**config.mk**
```make
export PLATFORM = sky130hd
export DESIGN_NAME = sup_reset_ctrl
export DESIGN_NICKNAME = d
export VERILOG_FILES = /design/src/rtl/sup_pkg.sv /design/src/rtl/strobe_sync.sv /design/src/rtl/tick_counter.sv /design/src/rtl/sup_reset_ctrl.sv
export SDC_FILE = /design/constraint.sdc
export NUM_CORES = 1
export LEC_CHECK = 0
export BUFFER_PORTS_ARGS = -buffer_cell sky130_fd_sc_hd__buf_2
export CAP_MARGIN = 10
export CORE_MARGIN = 3
export CORE_UTILIZATION = 50
export CTS_CLUSTER_SIZE = 25
export DETAILED_ROUTE_END_ITERATION = 10
export PLACE_DENSITY_LB_ADDON = 0.05
export SLEW_MARGIN = 25
export SYNTH_ARGS = -nofsm -noshare
export SYNTH_HDL_FRONTEND = slang
export SYNTH_SLANG_ARGS = --single-unit
```
**constraint.sdc**
```tcl
create_clock -name clk -period 2.1 [get_ports clk]
set_input_delay 0 -clock clk [delete_from_list [all_inputs] [get_ports clk]]
set_output_delay 0 -clock clk [all_outputs]
set_load 0.005 [all_outputs]
```
**src/rtl/sup_pkg.sv**
```systemverilog
package sup_pkg;
    typedef enum logic [1:0] {
        ST_UNDER = 2'd0,
        ST_HOLD  = 2'd1,
        ST_RUN   = 2'd2
    } sup_state_t;
endpackage

```
**src/rtl/strobe_sync.sv**
```systemverilog
module strobe_sync #(
    parameter int SYNC_STAGES = 2
) (
    input  logic clk,
    input  logic arst_n,
    input  logic strobe_async,
    output logic strobe_fall
);
    logic [SYNC_STAGES-1:0] sync_q;
    logic                   last_q;

    generate
        for (genvar g = 0; g < SYNC_STAGES; g++) begin : g_stage
            if (g == 0) begin : g_first
                always_ff @(posedge clk or negedge arst_n) begin
                    if (!arst_n) sync_q[0] <= 1'b1;
                    else         sync_q[0] <= strobe_async;
                end
            end else begin : g_next
                always_ff @(posedge clk or negedge arst_n) begin
                    if (!arst_n) sync_q[g] <= 1'b1;
                    else         sync_q[g] <= sync_q[g-1];
                end
            end
        end
    endgenerate

    always_ff @(posedge clk or negedge arst_n) begin
        if (!arst_n) last_q <= 1'b1;
        else         last_q <= sync_q[SYNC_STAGES-1];
    end

    assign strobe_fall = last_q & ~sync_q[SYNC_STAGES-1];

    assert_fall_single_R5: assert property (@(posedge clk) disable iff (!arst_n)
        strobe_fall |=> !strobe_fall);
endmodule

```
**src/rtl/tick_counter.sv**
```systemverilog
module tick_counter #(
    parameter int CNT_W = 8
) (
    input  logic             clk,
    input  logic             arst_n,
    input  logic             clr,
    input  logic             inc,
    output logic [CNT_W-1:0] count
);
    always_ff @(posedge clk or negedge arst_n) begin
        if (!arst_n)  count <= '0;
        else if (clr) count <= '0;
        else if (inc) count <= count + 1'b1;
    end

    assert_no_wrap_R3: assert property (@(posedge clk) disable iff (!arst_n)
        (inc && !clr) |-> (count != {CNT_W{1'b1}}));
endmodule

```
**src/rtl/sup_reset_ctrl.sv**
```systemverilog
module sup_reset_ctrl
    import sup_pkg::*;
#(
    parameter int RST_TICKS   = 50,
    parameter int WD_TICKS    = 150,
    parameter int SYNC_STAGES = 2
) (
    input  logic clk,
    input  logic arst_n,
    input  logic tick,
    input  logic supply_ok,
    input  logic strobe_in,
    input  logic wd_disable,
    output logic uv_alert,
    output logic rst_hi,
    output logic rst_lo_n,
    output logic wd_stat_n
);
    localparam int MAX_TICKS = (RST_TICKS > WD_TICKS) ? RST_TICKS : WD_TICKS;
    localparam int CNT_W     = $clog2(MAX_TICKS + 1);
    localparam logic [CNT_W-1:0] RST_LAST = CNT_W'(RST_TICKS - 1);
    localparam logic [CNT_W-1:0] WD_LAST  = CNT_W'(WD_TICKS - 1);

    sup_state_t       state_q, state_d;
    logic [CNT_W-1:0] cnt;
    logic             cnt_clr, cnt_inc, expire, stb_fall, wd_fired_q;

    strobe_sync #(.SYNC_STAGES(SYNC_STAGES)) i_sync (
        .clk          (clk),
        .arst_n       (arst_n),
        .strobe_async (strobe_in),
        .strobe_fall  (stb_fall)
    );

    tick_counter #(.CNT_W(CNT_W)) i_cnt (
        .clk    (clk),
        .arst_n (arst_n),
        .clr    (cnt_clr),
        .inc    (cnt_inc),
        .count  (cnt)
    );

    // state register
    always_ff @(posedge clk or negedge arst_n) begin
        if (!arst_n) state_q <= ST_UNDER;
        else         state_q <= state_d;
    end

    // next state and counter control
    always_comb begin
        state_d = state_q;
        cnt_clr = 1'b0;
        cnt_inc = 1'b0;
        expire  = 1'b0;
        unique case (state_q)
            ST_UNDER: begin
                cnt_clr = 1'b1;
                if (supply_ok) state_d = ST_HOLD;
            end
            ST_HOLD: begin
                if (!supply_ok) begin
                    state_d = ST_UNDER;
                    cnt_clr = 1'b1;
                end else if (tick && cnt == RST_LAST) begin
                    state_d = ST_RUN;
                    cnt_clr = 1'b1;
                end else begin
                    cnt_inc = tick;
                end
            end
            ST_RUN: begin
                if (!supply_ok) begin
                    state_d = ST_UNDER;
                    cnt_clr = 1'b1;
                end else if (wd_disable || stb_fall) begin
                    cnt_clr = 1'b1;
                end else if (tick && cnt == WD_LAST) begin
                    state_d = ST_HOLD;
                    cnt_clr = 1'b1;
                    expire  = 1'b1;
                end else begin
                    cnt_inc = tick;
                end
            end
            default: begin
                state_d = ST_UNDER;
                cnt_clr = 1'b1;
            end
        endcase
    end

    // watchdog status latch
    always_ff @(posedge clk or negedge arst_n) begin
        if (!arst_n)                      wd_fired_q <= 1'b0;
        else if (expire)                  wd_fired_q <= 1'b1;
        else if (stb_fall || wd_disable)  wd_fired_q <= 1'b0;
    end

    // outputs
    always_comb begin
        uv_alert  = ~supply_ok;
        rst_hi    = ~supply_ok | (state_q != ST_RUN);
        rst_lo_n  = ~rst_hi;
        wd_stat_n = ~(wd_fired_q | ~supply_ok);
    end

    assert_release_needs_supply_R2: assert property (@(posedge clk) disable iff (!arst_n)
        $fell(rst_hi) |-> (supply_ok && $past(supply_ok)));

    assert_release_on_tick_R2: assert property (@(posedge clk) disable iff (!arst_n)
        $fell(rst_hi) |-> ($past(tick) && $past(state_q) == ST_HOLD));

    assert_expiry_sets_status_R4: assert property (@(posedge clk) disable iff (!arst_n)
        ($rose(rst_hi) && supply_ok && $past(supply_ok)) |-> !wd_stat_n);

    assert_disable_clears_R7: assert property (@(posedge clk) disable iff (!arst_n)
        ($past(wd_disable) && supply_ok) |-> wd_stat_n);

    assert_loss_forces_under_R8: assert property (@(posedge clk) disable iff (!arst_n)
        !supply_ok |=> (state_q == ST_UNDER));

    assert_complement_R9: assert property (@(posedge clk) disable iff (!arst_n)
        rst_lo_n != rst_hi);
endmodule

```
==> results.cfg <==
[final_layout]
seqCellArea_sq_um = 354
final_cell_area_sq_um = 1100
final_cells = 140
num_antenna_cells = 0
finalCoreUtilization_pct = 69.1
num-fill-cells = 135
fin_nets = 129
final_common_cell = nor2_1
drive_above_1_share_pct = 27.6
multi_input_area_sq_um = 518
final_cell_mix = 12 x nor2_1, 11 x dfrtp_1, 9 x buf_2, 9 x buf_4, 8 x inv_1
area_growth_pct = 22.9

[global_route]
gr-total-overflow = 0
grt_pass1_vias = 807
grt_antenna_before_repair = 0
grt_max_degree = 15
track_usage_pct = 19.3
grt_pass1_wl_um = 3530

[cts]
clk_pin_slew_ns = 0.09
cts.sinks = 14
cts_buffers = 3
clock_latency_ns = 0.29
htreeDepth = 1
clockBufferDepth = 2
root_buffer = clkbuf_4
cts_tree = yes

[synth]
yosys_warnings = 0
yosysTopAreaCellShare_pct = 30.7
yosysUniqueCellTypes = 37
synth.area.top_cells = dfrtp_1 31%, dfstp_2 8.8%, ha_1 8.4%
mappedNetlistNets = 105
synthCells = 93
synth_edf_count = 0
synthFlopType = dfrtp_1
yosysSeqAreaShare_pct = 39.5
synth_seq_cells = 14
synth_top_area_cell = dfrtp_1
syn-cell-area_sq_um = 896
async_flop_share_pct = 100
syn_avg_cell_area_sq_um = 9.63

[worst_setup_path]
reg2reg_depth = 7
cp.arrival_ns = 2.15
crit_start = i_cnt.count[1]
r2r_start = i_cnt.count[1]
worstPathMaxFanout = 3
crit_path_top_delay_cell = dfrtp_1
cp-end-kind = flip-flop
crit_chain = inv_1 > ha_2 > nand4bb_4 > or3_4 > o31a_1 > nor3_2 > mux2_2
cp.required_ns = 2.28
worstSetupStartpointType = flip-flop
path_class = reg -> reg
slowest_delay_ns = 0.38

[placed_design]
dpl_cell_area_sq_um = 1000
dpl.hpwl_um = 1390
place_congestion = 0.830
portBuffers = 9
place_inst = 130

[sta]
hold_violations = 0
relSlewSlack_pct = 60.5
fin_skew_ns = 0.00502
setup_viol = 0
finalMaxSlewViolations = 0
post-route-period-util_pct = 93.8
fmax_mhz = 508
setup_tns_ns = 0
final.min_clock_period_ns = 1.97
worst_hold_slack_ns = 0.0615
rsz0062_at_grt = false
worst_pin_slew_ns = 0.593

[floorplan]
die_area_sq_um = 2340
die_height_um = 48.3
io-pin-count = 10
coreArea_sq_um = 1590
initial_utilization_pct = 56.2
rows = 14
die_w_um = 48.3

[detailed_routing]
drc = 0
drt-total-wl_um = 1950
wl_met2_um = 1010
wl_met1_um = 824
drt_pass1_iterations = 4
wl_met3_um = 80
vias = 802
detail-route-antenna-nets = 0
drtIter0Drc = 20
highest_layer = met4
wire_per_inst_um = 13.9
vias_per_cell = 5.73

[pwr]
p_leak_nw = 0.496
powerDensity_nw_per_um2 = 698
peakVddDrop_mv = 0.436

[run]
drv_cap = 0

[status]
outcome = complete, no violations

[min_path]
hp-class = in -> reg
worstHoldPathCells = 3
holdCritStartpoint = wd_disable
[area by class of cell]
class | count | area share (%)
clock buffer | 4 | 3.30
inverter | 8 | 2.73
multi-input combinational | 70 | 47.0
sequential | 14 | 32.2
tap | 24 | 2.73
timing repair buffer | 20 | 12.0
[worst max-delay path, delay by kind of cell (launching register included)]
kind,cells,cell delay (ns)
buf+inv,1,0.06
fa+ha+maj,1,0.18
compound gates,1,0.28
flops,1,0.38
simple gates,3,0.62
mux,1,0.34
[synthesized netlist by cell type (2+ instances only)]
| cell type | number |
|---|---|
| dfrtp_1 | 11 |
| nand2_1 | 5 |
| nor2b_1 | 3 |
| a21oi_1 | 5 |
| nor2_1 | 12 |
| inv_1 | 8 |
| o211ai_1 | 2 |
| o21ai_0 | 4 |
| or3b_1 | 2 |
| nand4_1 | 2 |
| nand3b_1 | 2 |
| or4_1 | 2 |
| dfstp_2 | 3 |
| o31ai_1 | 2 |
| and3_1 | 3 |
| ha_1 | 6 |
[final timing paths]
check,end,slack (ns)
hold / removal,wd_fired_q,0.06
setup / recovery,state_q[0],0.13
setup reg to reg,state_q[0],0.13
max in group asynchronous,i_sync.sync_q[1],1.69
min in group asynchronous,i_cnt.count[2],0.12
hold reg to reg,i_sync.sync_q[1],0.36
[through the flow]
step / setup WS (ns) / total power [mW]
after floorplan: 0.0822 / 0.467
final: 0.131 / 0.768
after detailed placement: 0.0152 / 0.530
after global routing: 0.00967 / 0.829
after CTS: 0.0427 / 0.741
after global placement: 0.0726 / 0.524
[state kept, by name, indices dropped and copies added (netlist names)]
name / flops
i_cnt.count: 8
wd_fired_q: 1
i_sync.sync_q: 2
i_sync.last_q: 1
state_q: 2
[where the power goes]
group          internal (mW)  switching (mW)  leakage, nW
clock network          0.106          0.0951       0.0210
registers              0.296          0.0153        0.182
logic                  0.124           0.132        0.293
[metal layers]
layer,GRT usage (%),vias up
li1,-,388
met1,22.1,393
met2,33.5,16
met3,4.60,5
met4,9.95,0
met5,0,-
[logic make-up (layout without fill, tap and decap cells)]
logic type,after synthesis,in the layout,share of synthesized area [%]
flops,14,14,39.5
buf+inv,9,32,3.91
mux,1,1,1.26
simple gates,40,40,28.6
xor+xnor,2,2,1.96
fa+ha+maj,6,6,8.38
compound gates,21,21,16.3
[timing repair]
action | CTS | global route
gates resized for setup | 0 | 2
hold endpoints to repair | 15 | 0
buffers inserted | 1 | 3
gates cloned | 0 | 0
pin swaps | 0 | 2
hold buffers | 2 | 0
setup endpoints to repair | 1 | 4
Power figures use the tool's default switching activity.
